$ cat config.mk
export PLATFORM = sky130hd
export DESIGN_NAME = irq_flag_ctrl
export DESIGN_NICKNAME = d
export VERILOG_FILES = /design/src/rtl/irq_pkg.sv /design/src/rtl/irq_flag_reg.sv /design/src/rtl/irq_mask_reg.sv /design/src/rtl/irq_pin_fsm.sv /design/src/rtl/irq_flag_ctrl.sv
export SDC_FILE = /design/constraint.sdc
export NUM_CORES = 1
export LEC_CHECK = 0
export ABC_CLOCK_PERIOD_IN_PS = 1700
export BUFFER_PORTS_ARGS = -buffer_cell sky130_fd_sc_hd__clkbuf_2
export CAP_MARGIN = 25
export CORE_MARGIN = 1
export CORE_UTILIZATION = 43
export CTS_CLUSTER_DIAMETER = 40
export DETAILED_ROUTE_END_ITERATION = 16
export PLACE_DENSITY = 0.84
export REMOVE_ABC_BUFFERS = 1
export SETUP_SLACK_MARGIN = 0.4
export SYNTH_ARGS = -nofsm -noshare
export SYNTH_HDL_FRONTEND = slang
export SYNTH_SLANG_ARGS = --single-unit
$ cat constraint.sdc
create_clock -name clk -period 1.7 [get_ports clk]
set_input_delay 0.255 -clock clk [delete_from_list [all_inputs] [get_ports clk]]
set_output_delay 0.255 -clock clk [all_outputs]
set_load 0.02 [all_outputs]
$ cat src/rtl/irq_pkg.sv
package irq_pkg;

    typedef enum logic {
        IRQ_IDLE   = 1'b0,
        IRQ_ACTIVE = 1'b1
    } irq_state_e;

    localparam int RESTART_BIT = 0;

endpackage

$ cat src/rtl/irq_flag_reg.sv
module irq_flag_reg #(
    parameter int NUM_FLAGS = 8
) (
    input  logic                 clk,
    input  logic                 rst_n,
    input  logic [NUM_FLAGS-1:0] evt_i,
    input  logic                 clr_en,
    input  logic [NUM_FLAGS-1:0] clr_bits,
    output logic [NUM_FLAGS-1:0] flags_q
);
    import irq_pkg::*;

    localparam logic [NUM_FLAGS-1:0] FLAG_RST = NUM_FLAGS'(1) << RESTART_BIT;

    for (genvar k = 0; k < NUM_FLAGS; k++) begin : g_flag
        logic flag_d;

        always_comb begin
            flag_d = flags_q[k];
            if (clr_en && clr_bits[k]) begin
                flag_d = 1'b0;
            end
            if (evt_i[k]) begin
                flag_d = 1'b1;
            end
        end

        always_ff @(posedge clk) begin
            if (!rst_n) begin
                flags_q[k] <= FLAG_RST[k];
            end else begin
                flags_q[k] <= flag_d;
            end
        end
    end

    AST_EVENT_SETS: assert property (@(posedge clk) disable iff (!rst_n)
        (evt_i != '0) |=> ((flags_q & $past(evt_i)) == $past(evt_i)));

    AST_NO_SPURIOUS_CLEAR: assert property (@(posedge clk) disable iff (!rst_n)
        !clr_en |=> ((flags_q & $past(flags_q)) == $past(flags_q)));

    AST_ZERO_BITS_KEEP: assert property (@(posedge clk) disable iff (!rst_n)
        clr_en |=> ((flags_q & $past(flags_q & ~clr_bits)) == $past(flags_q & ~clr_bits)));

endmodule

$ cat src/rtl/irq_mask_reg.sv
module irq_mask_reg #(
    parameter int MASK_W = 7
) (
    input  logic              clk,
    input  logic              rst_n,
    input  logic              load_en,
    input  logic [MASK_W-1:0] load_val,
    output logic [MASK_W-1:0] mask_q
);

    always_ff @(posedge clk) begin
        if (!rst_n) begin
            mask_q <= '1;
        end else if (load_en) begin
            mask_q <= load_val;
        end
    end

    AST_MASK_HOLD: assert property (@(posedge clk) disable iff (!rst_n)
        !load_en |=> $stable(mask_q));

endmodule

$ cat src/rtl/irq_pin_fsm.sv
module irq_pin_fsm (
    input  logic clk,
    input  logic rst_n,
    input  logic pending,
    output logic irq_o
);
    import irq_pkg::*;

    irq_state_e state_q, state_d;

    always_comb begin
        state_d = state_q;
        unique case (state_q)
            IRQ_IDLE:   if (pending)  state_d = IRQ_ACTIVE; // RAISE
            IRQ_ACTIVE: if (!pending) state_d = IRQ_IDLE;   // DROP
            default:    state_d = IRQ_IDLE;
        endcase
    end

    always_ff @(posedge clk) begin
        if (!rst_n) begin
            state_q <= IRQ_IDLE;
        end else begin
            state_q <= state_d;
        end
    end

    always_comb begin
        irq_o = (state_q == IRQ_ACTIVE);
    end

endmodule

$ cat src/rtl/irq_flag_ctrl.sv
module irq_flag_ctrl #(
    parameter int NUM_FLAGS = 8
) (
    input  logic                 clk,
    input  logic                 rst_n,
    input  logic [NUM_FLAGS-1:0] evt_i,
    input  logic                 wr_en,
    input  logic                 wr_sel,
    input  logic [NUM_FLAGS-1:0] wr_data,
    output logic [NUM_FLAGS-1:0] flags_o,
    output logic [NUM_FLAGS-2:0] mask_o,
    output logic                 irq_o
);
    import irq_pkg::*;

    localparam int MASK_W = NUM_FLAGS - 1;

    logic flag_wr;
    logic mask_wr;
    logic pending;

    assign flag_wr = wr_en && !wr_sel;
    assign mask_wr = wr_en && wr_sel;

    irq_flag_reg #(.NUM_FLAGS(NUM_FLAGS)) u_flags (
        .clk      (clk),
        .rst_n    (rst_n),
        .evt_i    (evt_i),
        .clr_en   (flag_wr),
        .clr_bits (wr_data),
        .flags_q  (flags_o)
    );

    irq_mask_reg #(.MASK_W(MASK_W)) u_mask (
        .clk      (clk),
        .rst_n    (rst_n),
        .load_en  (mask_wr),
        .load_val (wr_data[MASK_W-1:0]),
        .mask_q   (mask_o)
    );

    // Flag k+1 is gated by mask bit k; the restart flag is left out.
    assign pending = |(flags_o[NUM_FLAGS-1:1] & mask_o);

    irq_pin_fsm u_pin (
        .clk     (clk),
        .rst_n   (rst_n),
        .pending (pending),
        .irq_o   (irq_o)
    );

    AST_IRQ_RISES: assert property (@(posedge clk) disable iff (!rst_n)
        ((flags_o[NUM_FLAGS-1:1] & mask_o) != '0) |=> irq_o);

    AST_IRQ_QUIET: assert property (@(posedge clk) disable iff (!rst_n)
        ((flags_o[NUM_FLAGS-1:1] & mask_o) == '0) |=> !irq_o);

    AST_MASK_LOAD: assert property (@(posedge clk) disable iff (!rst_n)
        (wr_en && wr_sel) |=> (mask_o == $past(wr_data[MASK_W-1:0])));

endmodule

==> results.tsv, run 1 <==
stage	metric	value	unit
global_routing	pin count of the biggest net entering global routing	16	
clock_network	TritonCTS Sinks	16	
timing	RSZ-0062 raised after global routing	false	
min_path	WHS Endpoint	u_flags.flags_q[0]	
timing	hold_ws	0.154	ns
yosys	post-synthesis xor/xnor area fraction	0	%
yosys	Yosys reg bits	16	
worst_setup_path	crit path max-delay cell type	dfxtp_1	
floorplanning	num ports	36	
min_path	Hold Crit Depth	2	
place	GP Congestion	0.702	
worst_setup_path	Worst Setup Path Type	reg -> out	
clock_network	post-CTS sizing	0	
floorplanning	CORE AREA	0.00130	mm2
flow_run	Maximum Capacitance Violations	0	
yosys	Synth Cell Area	596	um2
yosys	yosys warns	0	
pwr	Reg power frac	51.9	%
yosys	mux cell area share after synthesis	0	%
clock_network	CTS HTree Levels	1	
place	placed standard-cell area	779	um2
timing	Final WS setup	0.601	ns
route	routed length per instance	12.0	um
worst_setup_path	R2R depth	2	
timing	# setup viols final	0	
yosys	Synth Area in Compound Gates	24.4	%
clock_network	Hold-fix buffers, CTS	0	
worst_setup_path	reg-to-reg startpoint	u_mask.mask_q[4]	
yosys	Post-Syn Instances	63	
clock_network	CTS clk-pin slew, worst paths	0.09	ns
route	post-DR vias/cell	5.27	
cells_and_area	end-of-flow core utilization	62.7	%
yosys	mean area per synthesized cell	9.45	um2
timing	Worst Tran Pin Value	0.362	ns
yosys	distinct cell type count of the synthesized netlist	13	
cells_and_area	commonest non-fill, non-tap cell in the layout	clkbuf_2	
clock_network	Root Driver	clkbuf_4	
run_status	status	completed	
timing	crit path time final	1.10	ns
timing	TNS Setup	0	ns
clock_network	TritonCTS clock tree	yes	
cells_and_area	Final #Nets	121	
floorplanning	die width	39.2	um
route	post-route ant nets	0	
worst_setup_path	critical path's top delay family	flip-flops	
min_path	Worst Hold Launch	evt_i[0]	
pwr	Clock Power Share	30.7	%
clock_network	Max Buffers Root-to-Sink	2	
worst_setup_path	CP Max Fanout	3	
pwr	Internal	0.591	mW
worst_setup_path	critical path cell sequence	clkbuf_2	
timing	period utilisation layout	64.6	%
place	pre-CTS WS	0.644	ns
global_routing	Congestion Overflow GR	0	
cells_and_area	post-route design area	816	um2
worst_setup_path	Worst EP arrival	0.84	ns
pwr	post-layout power	0.806	mW
pwr	Comb power frac	17.4	%
timing	Fmax achieved	910	MHz
timing	worst rel slew slack	75.9	%
timing	Final Slew Violations	0	
clock_network	Num CTS Buffers	3	
worst_setup_path	Required @ worst endpoint	1.44	ns
pwr	NetSw	0.215	mW
clock_network	Post-CTS Setup Repair Bufs	0	
worst_setup_path	Critical Path Start Type	flop	
route	vias post-DR	606	
cells_and_area	n_diodes	0	
timing	worst clock skew	0.00110	ns
cells_and_area	most frequent cells in the layout	clkbuf_2, nand2_1, dfxtp_1	
pwr	VDD IR max	0.660	mV
route	DR iter-0 viols	26	
cells_and_area	area delta synth->final	37.0	%
yosys	Seq/Total Area, Yosys	53.8	%
place	Port Buffer Count	35	
global_routing	initial antenna violation count	0	
pwr	Leak	0.413	nW
floorplanning	Die ar.	0.00154	mm2
worst_setup_path	Crit Reg-Reg Endpoint	u_pin.irq_o	
worst_setup_path	CP bufs+invs	1	
worst_setup_path	R2R Setup Slk	0.69	ns
global_routing	total track usage	20.2	%
cells_and_area	# fillers	127	
route	Post-Route WL	1380	um
clock_network	clk_lat worst skew	0.28	ns
worst_setup_path	Worst Setup End Kind	primary output	
pwr	sw frac	26.7	%
place	dpl cells	111	
route	first-pass detailed-route iteration total	4	
worst_setup_path	CP Depth	1	
timing	final number of hold-violating endpoints	0	
route	DRC viols	0	
global_routing	wire length of the first global-routing pass	2040	um
pwr	Cell Pwr Density	988	mW/mm2
cells_and_area	layout cell share with drive strength beyond 1	41.0	%
min_path	Hold Path Class	in -> reg	
cells_and_area	Final Non-Filler Cells	115	
floorplanning	std cell rows	13	
yosys	Post-Synth Simple-Gate Area	19.5	%
floorplanning	Die Ht	39.2	um
floorplanning	Starting Density	45.8	%
yosys	largest family of logic cells by synthesized area	compound AO/OA/AOI/OAI gates	
global_routing	vias in the first global route	496	
yosys	Synth Area in Adders	0	%
worst_setup_path	CP peak stage delay	0.38	ns
place	Post-DP HPWL	1010	um
## cells by family after synthesis
family                 count (synthesis)
flip-flops                            16
buffers and inverters                  3
AND/OR/NAND/NOR                       25
AO/OA/AOI/OAI                         19
## worst max-delay path by stage
stage,from,end,slack [ns]
after global placement,wr_en,u_flags.flags_q[0],0.66
after global routing,u_mask.mask_q[3],mask_o[3],0.55
after CTS,u_flags.flags_q[1],flags_o[1],0.59
final,u_mask.mask_q[5],mask_o[5],0.60
after floorplan,u_mask.mask_q[4],u_pin.irq_o,0.76
after detailed placement,wr_en,u_flags.flags_q[0],0.64
## sequential cells by signal, summed over array words and instances (netlist names)
name,cells
u_mask.mask_q,7
u_pin.irq_o,1
u_flags.flags_q,8
## synth_stat cells
master | number | area share (%)
nor2b_4 | 1 | 2.3
nand2_1 | 16 | 10
a222oi_1 | 1 | 1.7
nand3_1 | 7 | 5.9
o21a_1 | 7 | 8.8
buf_2 | 2 | 1.7
a21boi_0 | 7 | 8.8
and2_2 | 1 | 1.3
dfxtp_1 | 16 | 54
a22oi_1 | 2 | 2.5
a31oi_1 | 1 | 1.1
a211o_1 | 1 | 1.5
inv_1 | 1 | 0.63
## cell type report
cell class              count  area, um2  area share [%]
flip-flops and latches     16        320            39.3
multi-input cells          44        262            32.1
repair buffers             35        175            21.5
clock buffers               4       36.3            4.45
well taps                  15       18.8            2.30
inverters                   1       3.75           0.460
## layer usage
layer | GRT usage, % | up-vias | wire length (um)
li1 | - | 297 | -
met1 | 25.7 | 265 | 583
met2 | 32.1 | 40 | 652
met3 | 6.94 | 4 | 128
met4 | 5.17 | 0 | 17
met5 | 0 | - | 0
## power groups by stage
stage | clock network (mW) | logic, mW | registers (mW)
floorplan | 0 | 0.0455 | 0.457
global placement | 0 | 0.137 | 0.427
finish | 0.248 | 0.140 | 0.419
detailed placement | 0 | 0.139 | 0.427
global route | 0.275 | 0.152 | 0.422
CTS | 0.254 | 0.141 | 0.419
Note: power is estimated with default switching activity, not from simulation.
==> run 2, diff against run 1 <==
Settings changed: ABC_AREA set to 1, ABC_CLOCK_PERIOD_IN_PS 1700 to 1040, CORE_UTILIZATION 43 to 41, PLACE_DENSITY 0.84 to 0.8.
Clock period 1.7 ns to 1.04 ns, I/O delays scaled along.
==> results.tsv, run 2 <==
stage	metric	value	unit
pwr	Cell Pwr Density	1320	mW/mm2
pwr	Leak	0.594	nW
route	post-DR vias/cell	5.76	
place	GP Congestion	0.778	
yosys	Yosys top cell by area	dfxtp_1	
yosys	area fraction of the dominant cell type after synthesis	51.8	%
cells_and_area	layout cell share with drive strength beyond 1	69.2	%
clock_network	TritonCTS clock tree	yes	
cells_and_area	# fillers	54	
floorplanning	die width	40.8	um
cells_and_area	Final Non-Filler Cells	148	
timing	period utilisation layout	92.2	%
floorplanning	CORE AREA	0.00135	mm2
yosys	Synth Cell Area	618	um2
timing	crit path time final	0.958	ns
worst_setup_path	Worst Setup End Kind	primary output	
timing	worst clock skew	0.0103	ns
place	Port Buffer Count	35	
clock_network	CTS clk-pin slew, worst paths	0.11	ns
route	DRC viols	0	
flow_run	Maximum Capacitance Violations	0	
worst_setup_path	CP bufs+invs	1	
cells_and_area	Largest Register	u_flags.flags_q	
cells_and_area	most frequent cells in the layout	nand2_1, clkbuf_2, buf_8, dfxtp_2, nand3_1	
worst_setup_path	CP Depth	1	
route	DR iter-0 viols	50	
route	routed length per instance	18.1	um
floorplanning	Starting Density	45.8	%
cells_and_area	area delta synth->final	97.2	%
yosys	Primary FF master, synth	dfxtp_1	
cells_and_area	Final #Nets	154	
worst_setup_path	Worst Setup Path Type	reg -> out	
cells_and_area	n_diodes	0	
worst_setup_path	Worst EP arrival	0.80	ns
cells_and_area	Largest register FFs	8	
timing	Fmax achieved	1040	MHz
floorplanning	std cell rows	13	
timing	Worst Tran Pin Value	0.250	ns
timing	hold_ws	0.0504	ns
clock_network	CTS HTree Levels	1	
global_routing	vias in the first global route	721	
timing	final number of hold-violating endpoints	0	
worst_setup_path	crit path max-delay cell type	dfxtp_2	
clock_network	clk_lat worst skew	0.30	ns
timing	TNS Setup	0	ns
min_path	Hold Crit Depth	3	
worst_setup_path	CP Max Fanout	2	
pwr	VDD IR max	0.984	mV
timing	# setup viols final	0	
place	placed standard-cell area	796	um2
yosys	top cells by area, synth	dfxtp_1, nand2_1, nand3_1	
min_path	Hold Path Class	in -> reg	
yosys	Seq/Total Area, Yosys	51.8	%
yosys	Post-synth EDFFs	0	
floorplanning	num ports	36	
global_routing	wire length of the first global-routing pass	3060	um
route	first-pass detailed-route iteration total	4	
place	dpl cells	130	
yosys	Async S/R FF share, synth	0	%
global_routing	pin count of the biggest net entering global routing	10	
run_status	status	completed	
global_routing	total track usage	28.9	%
timing	RSZ-0062 raised after global routing	true	
worst_setup_path	CP peak stage delay	0.38	ns
global_routing	initial antenna violation count	0	
yosys	Post-Syn Instances	82	
route	Post-Route WL	2690	um
cells_and_area	end-of-flow core utilization	90.3	%
place	Post-DP HPWL	1160	um
yosys	yosys warns	0	
clock_network	Root Driver	clkbuf_4	
yosys	most common cell in the netlist	nand2_1	
yosys	Yosys reg bits	16	
cells_and_area	post-route design area	0.00122	mm2
worst_setup_path	Critical Path Start Type	flop	
cells_and_area	commonest non-fill, non-tap cell in the layout	nand2_1	
yosys	distinct cell type count of the synthesized netlist	11	
worst_setup_path	R2R depth	5	
clock_network	Max Buffers Root-to-Sink	2	
yosys	Post-synth top cells	nand2_1, dfxtp_1, nand3_1	
floorplanning	Die ar.	0.00167	mm2
yosys	mean area per synthesized cell	7.54	um2
route	post-route ant nets	0	
worst_setup_path	critical path cell sequence	buf_8	
floorplanning	Die Ht	40.8	um
global_routing	Congestion Overflow GR	0	
clock_network	Num CTS Buffers	3	
route	vias post-DR	853	
timing	Final Slew Violations	0	
worst_setup_path	critical path's top delay family	flip-flops	
timing	worst rel slew slack	83.3	%
clock_network	TritonCTS Sinks	16	
worst_setup_path	Required @ worst endpoint	0.88	ns
run 2: changes by cell type after synthesis, moves of 2 or more:
cell	change
a21boi_0	-7
a21oi_1	+8
a22oi_1	-2
inv_2	+2
nand2_1	+10
nand3_1	+8
nor2_1	+10
o21a_1	-7
run 2: routing by layer:
metal / part of all wire [%] / GRT usage (%) / wire length (um) / up-vias
met5: 0 / 0 / 0 / -
met4: 2.9 / 17.5 / 78 / 0
met3: 10 / 7.07 / 281 / 8
met2: 49 / 47.7 / 1310 / 71
met1: 38 / 33.0 / 1020 / 403
li1: - / - / - / 371
run 2: timing repair:
action                     4_1_cts  5_1_grt
pin swaps                        1       19
resized for setup               45       43
hold buffers                     0        0
setup endpoints to repair       18       31
buffers inserted                14        0
run 2: cell families (layout without fill, tap and decap cells):
family / Yosys count / in the layout / share of synthesized area (%)
buf+inv: 6 / 57 / 5.87
simple gates: 52 / 52 / 35.8
flops: 16 / 16 / 51.8
compound gates: 8 / 8 / 6.48
run 2: area by class of cell:
| cell class | count | area (um2) | area share [%] |
|---|---|---|---|
| clock buffer | 4 | 36.3 | 2.98 |
| inverter | 4 | 20.0 | 1.64 |
| multi-input combinational | 60 | 329 | 27.0 |
| sequential | 16 | 340 | 27.9 |
| tap | 15 | 18.8 | 1.54 |
| timing repair buffer | 49 | 474 | 38.9 |
run 2: worst paths after layout:
check	startpoint	end	slack (ns)
worst max-delay path	u_mask.mask_q[2]	mask_o[2]	0.08
worst min-delay path	evt_i[0]	u_flags.flags_q[0]	0.05
worst max register to register	u_mask.mask_q[2]	u_pin.irq_o	0.10
worst min register to register	u_flags.flags_q[0]	u_flags.flags_q[0]	0.47
run 2: where the power goes:
group / switching [mW] / internal, mW / total (mW)
Sequential: 0.0461 / 0.665 / 0.711
Combinational: 0.223 / 0.239 / 0.462
Clock: 0.218 / 0.214 / 0.431
run 2: metrics by stage:
step / worst slack, ns / total power, mW
floorplan: 0.257 / 0.831
global placement: 0.231 / 0.937
detailed placement: 0.220 / 0.942
CTS: 0.104 / 1.47
global route: 0.0649 / 1.65
finish: 0.0815 / 1.60
==> run 3, diff against run 2 <==
Settings changed: CORE_UTILIZATION 41 to 26, PLACE_DENSITY 0.8 to 0.56.
==> results.tsv, run 3 (synthesis results as in run 2) <==
stage	metric	value	unit
run_status	status	completed	
timing	final number of hold-violating endpoints	0	
route	DR iter-0 viols	9	
cells_and_area	end-of-flow core utilization	55.0	%
worst_setup_path	Required @ worst endpoint	0.88	ns
clock_network	Root Driver	clkbuf_4	
clock_network	CTS clk-pin slew, worst paths	0.09	ns
pwr	VDD IR max	0.879	mV
route	post-DR vias/cell	4.64	
global_routing	wire length of the first global-routing pass	2840	um
min_path	Hold Path Class	in -> reg	
route	DRC viols	0	
timing	Fmax achieved	1090	MHz
route	Post-Route WL	1860	um
route	first-pass detailed-route iteration total	4	
cells_and_area	n_diodes	0	
floorplanning	Die Ht	50.8	um
route	vias post-DR	737	
timing	Worst Tran Pin Value	0.255	ns
global_routing	vias in the first global route	716	
clock_network	Max Buffers Root-to-Sink	2	
floorplanning	Die ar.	0.00258	mm2
cells_and_area	Largest register FFs	8	
floorplanning	die width	50.8	um
worst_setup_path	CP peak stage delay	0.37	ns
route	post-route ant nets	0	
clock_network	Num CTS Buffers	3	
cells_and_area	area delta synth->final	98.8	%
place	GP Congestion	0.774	
floorplanning	Starting Density	27.7	%
place	Port Buffer Count	35	
timing	RSZ-0062 raised after global routing	true	
worst_setup_path	Critical Path Start Type	flop	
worst_setup_path	crit path max-delay cell type	dfxtp_2	
cells_and_area	Largest Register	u_flags.flags_q	
worst_setup_path	CP Max Fanout	3	
timing	TNS Setup	0	ns
worst_setup_path	Worst EP arrival	0.76	ns
clock_network	TritonCTS Sinks	16	
clock_network	CTS HTree Levels	1	
timing	worst rel slew slack	83.0	%
place	placed standard-cell area	812	um2
route	routed length per instance	11.7	um
timing	worst clock skew	0.00528	ns
floorplanning	std cell rows	17	
cells_and_area	most frequent cells in the layout	clkbuf_2, nand2_1, dfxtp_2	
timing	Final Slew Violations	0	
cells_and_area	Final #Nets	153	
pwr	Cell Pwr Density	1200	mW/mm2
place	Post-DP HPWL	1220	um
cells_and_area	# fillers	210	
worst_setup_path	critical path cell sequence	buf_8	
cells_and_area	layout cell share with drive strength beyond 1	72.5	%
clock_network	clk_lat worst skew	0.28	ns
global_routing	pin count of the biggest net entering global routing	10	
cells_and_area	commonest non-fill, non-tap cell in the layout	clkbuf_2	
worst_setup_path	critical path's top delay family	flip-flops	
floorplanning	CORE AREA	0.00223	mm2
worst_setup_path	Worst Setup Path Type	reg -> out	
cells_and_area	post-route design area	0.00123	mm2
timing	crit path time final	0.919	ns
clock_network	TritonCTS clock tree	yes	
worst_setup_path	Worst Setup End Kind	primary output	
pwr	post-layout power	1.47	mW
flow_run	Maximum Capacitance Violations	0	
global_routing	total track usage	15.1	%
floorplanning	num ports	36	
global_routing	Congestion Overflow GR	0	
timing	# setup viols final	0	
pwr	Leak	0.583	nW
worst_setup_path	CP bufs+invs	1	
timing	period utilisation layout	88.3	%
global_routing	initial antenna violation count	0	
run 3: cell count changes in the layout (fill, tap and decap cells not counted), sizes merged:
cell	delta
buf	-1
clkbuf	-1
run 3: final cells by class:
class                           count  area (um2)  area share [%]
Clock buffer                        3        22.5            1.83
Timing Repair Buffer               48         463            37.7
Tap cell                           28        35.0            2.85
Inverter                            4        20.0            1.63
Sequential cell                    16         340            27.7
Multi-Input combinational cell     60         348            28.3
run 3: through the flow:
step	instances	setup WS, ns	hold WS (ns)
detailed placement	143	0.217	0.356
global route	159	0.0918	0.0775
CTS	158	0.0959	0.0603
finish	159	0.121	0.0548
floorplan	80	0.257	0.240
global placement	143	0.234	0.344
run 3: metal layers:
metal	part of all wire (%)	global-route usage, %
met1	43	17.0
met2	48	26.0
met3	8.8	5.15
met4	0.54	5.56
met5	0	0
run 3: where the power goes:
group / switching, mW / internal (mW) / total [mW]
registers: 0.0412 / 0.664 / 0.706
clock network: 0.187 / 0.134 / 0.322
logic: 0.203 / 0.239 / 0.442
total: 0.432 / 1.04 / 1.47
run 3: tightest hold or removal path, cell delays in order:
cell and delay, ns:
clkbuf_2 0.08, nor2_1 0.03, nand2_1 0.05
run 3: timing repair:
| item | in CTS | in global routing |
|---|---|---|
| setup endpoints to repair | 17 | 30 |
| gates resized for setup | 54 | 44 |
| pin swaps | 5 | 16 |
| hold buffers | 0 | 0 |
| buffers inserted | 12 | 1 |
run 3: path summary, 6_finish.rpt:
| path | startpoint | end | slack (ns) | cells past startpoint |
|---|---|---|---|---|
| worst max-delay path | u_flags.flags_q[2] | flags_o[2] | 0.12 | 1 |
| worst min-delay path | evt_i[0] | u_flags.flags_q[0] | 0.05 | 3 |
| worst max register to register | u_mask.mask_q[5] | u_pin.irq_o | 0.17 | 5 |
| worst min register to register | u_flags.flags_q[0] | u_flags.flags_q[0] | 0.47 | 2 |
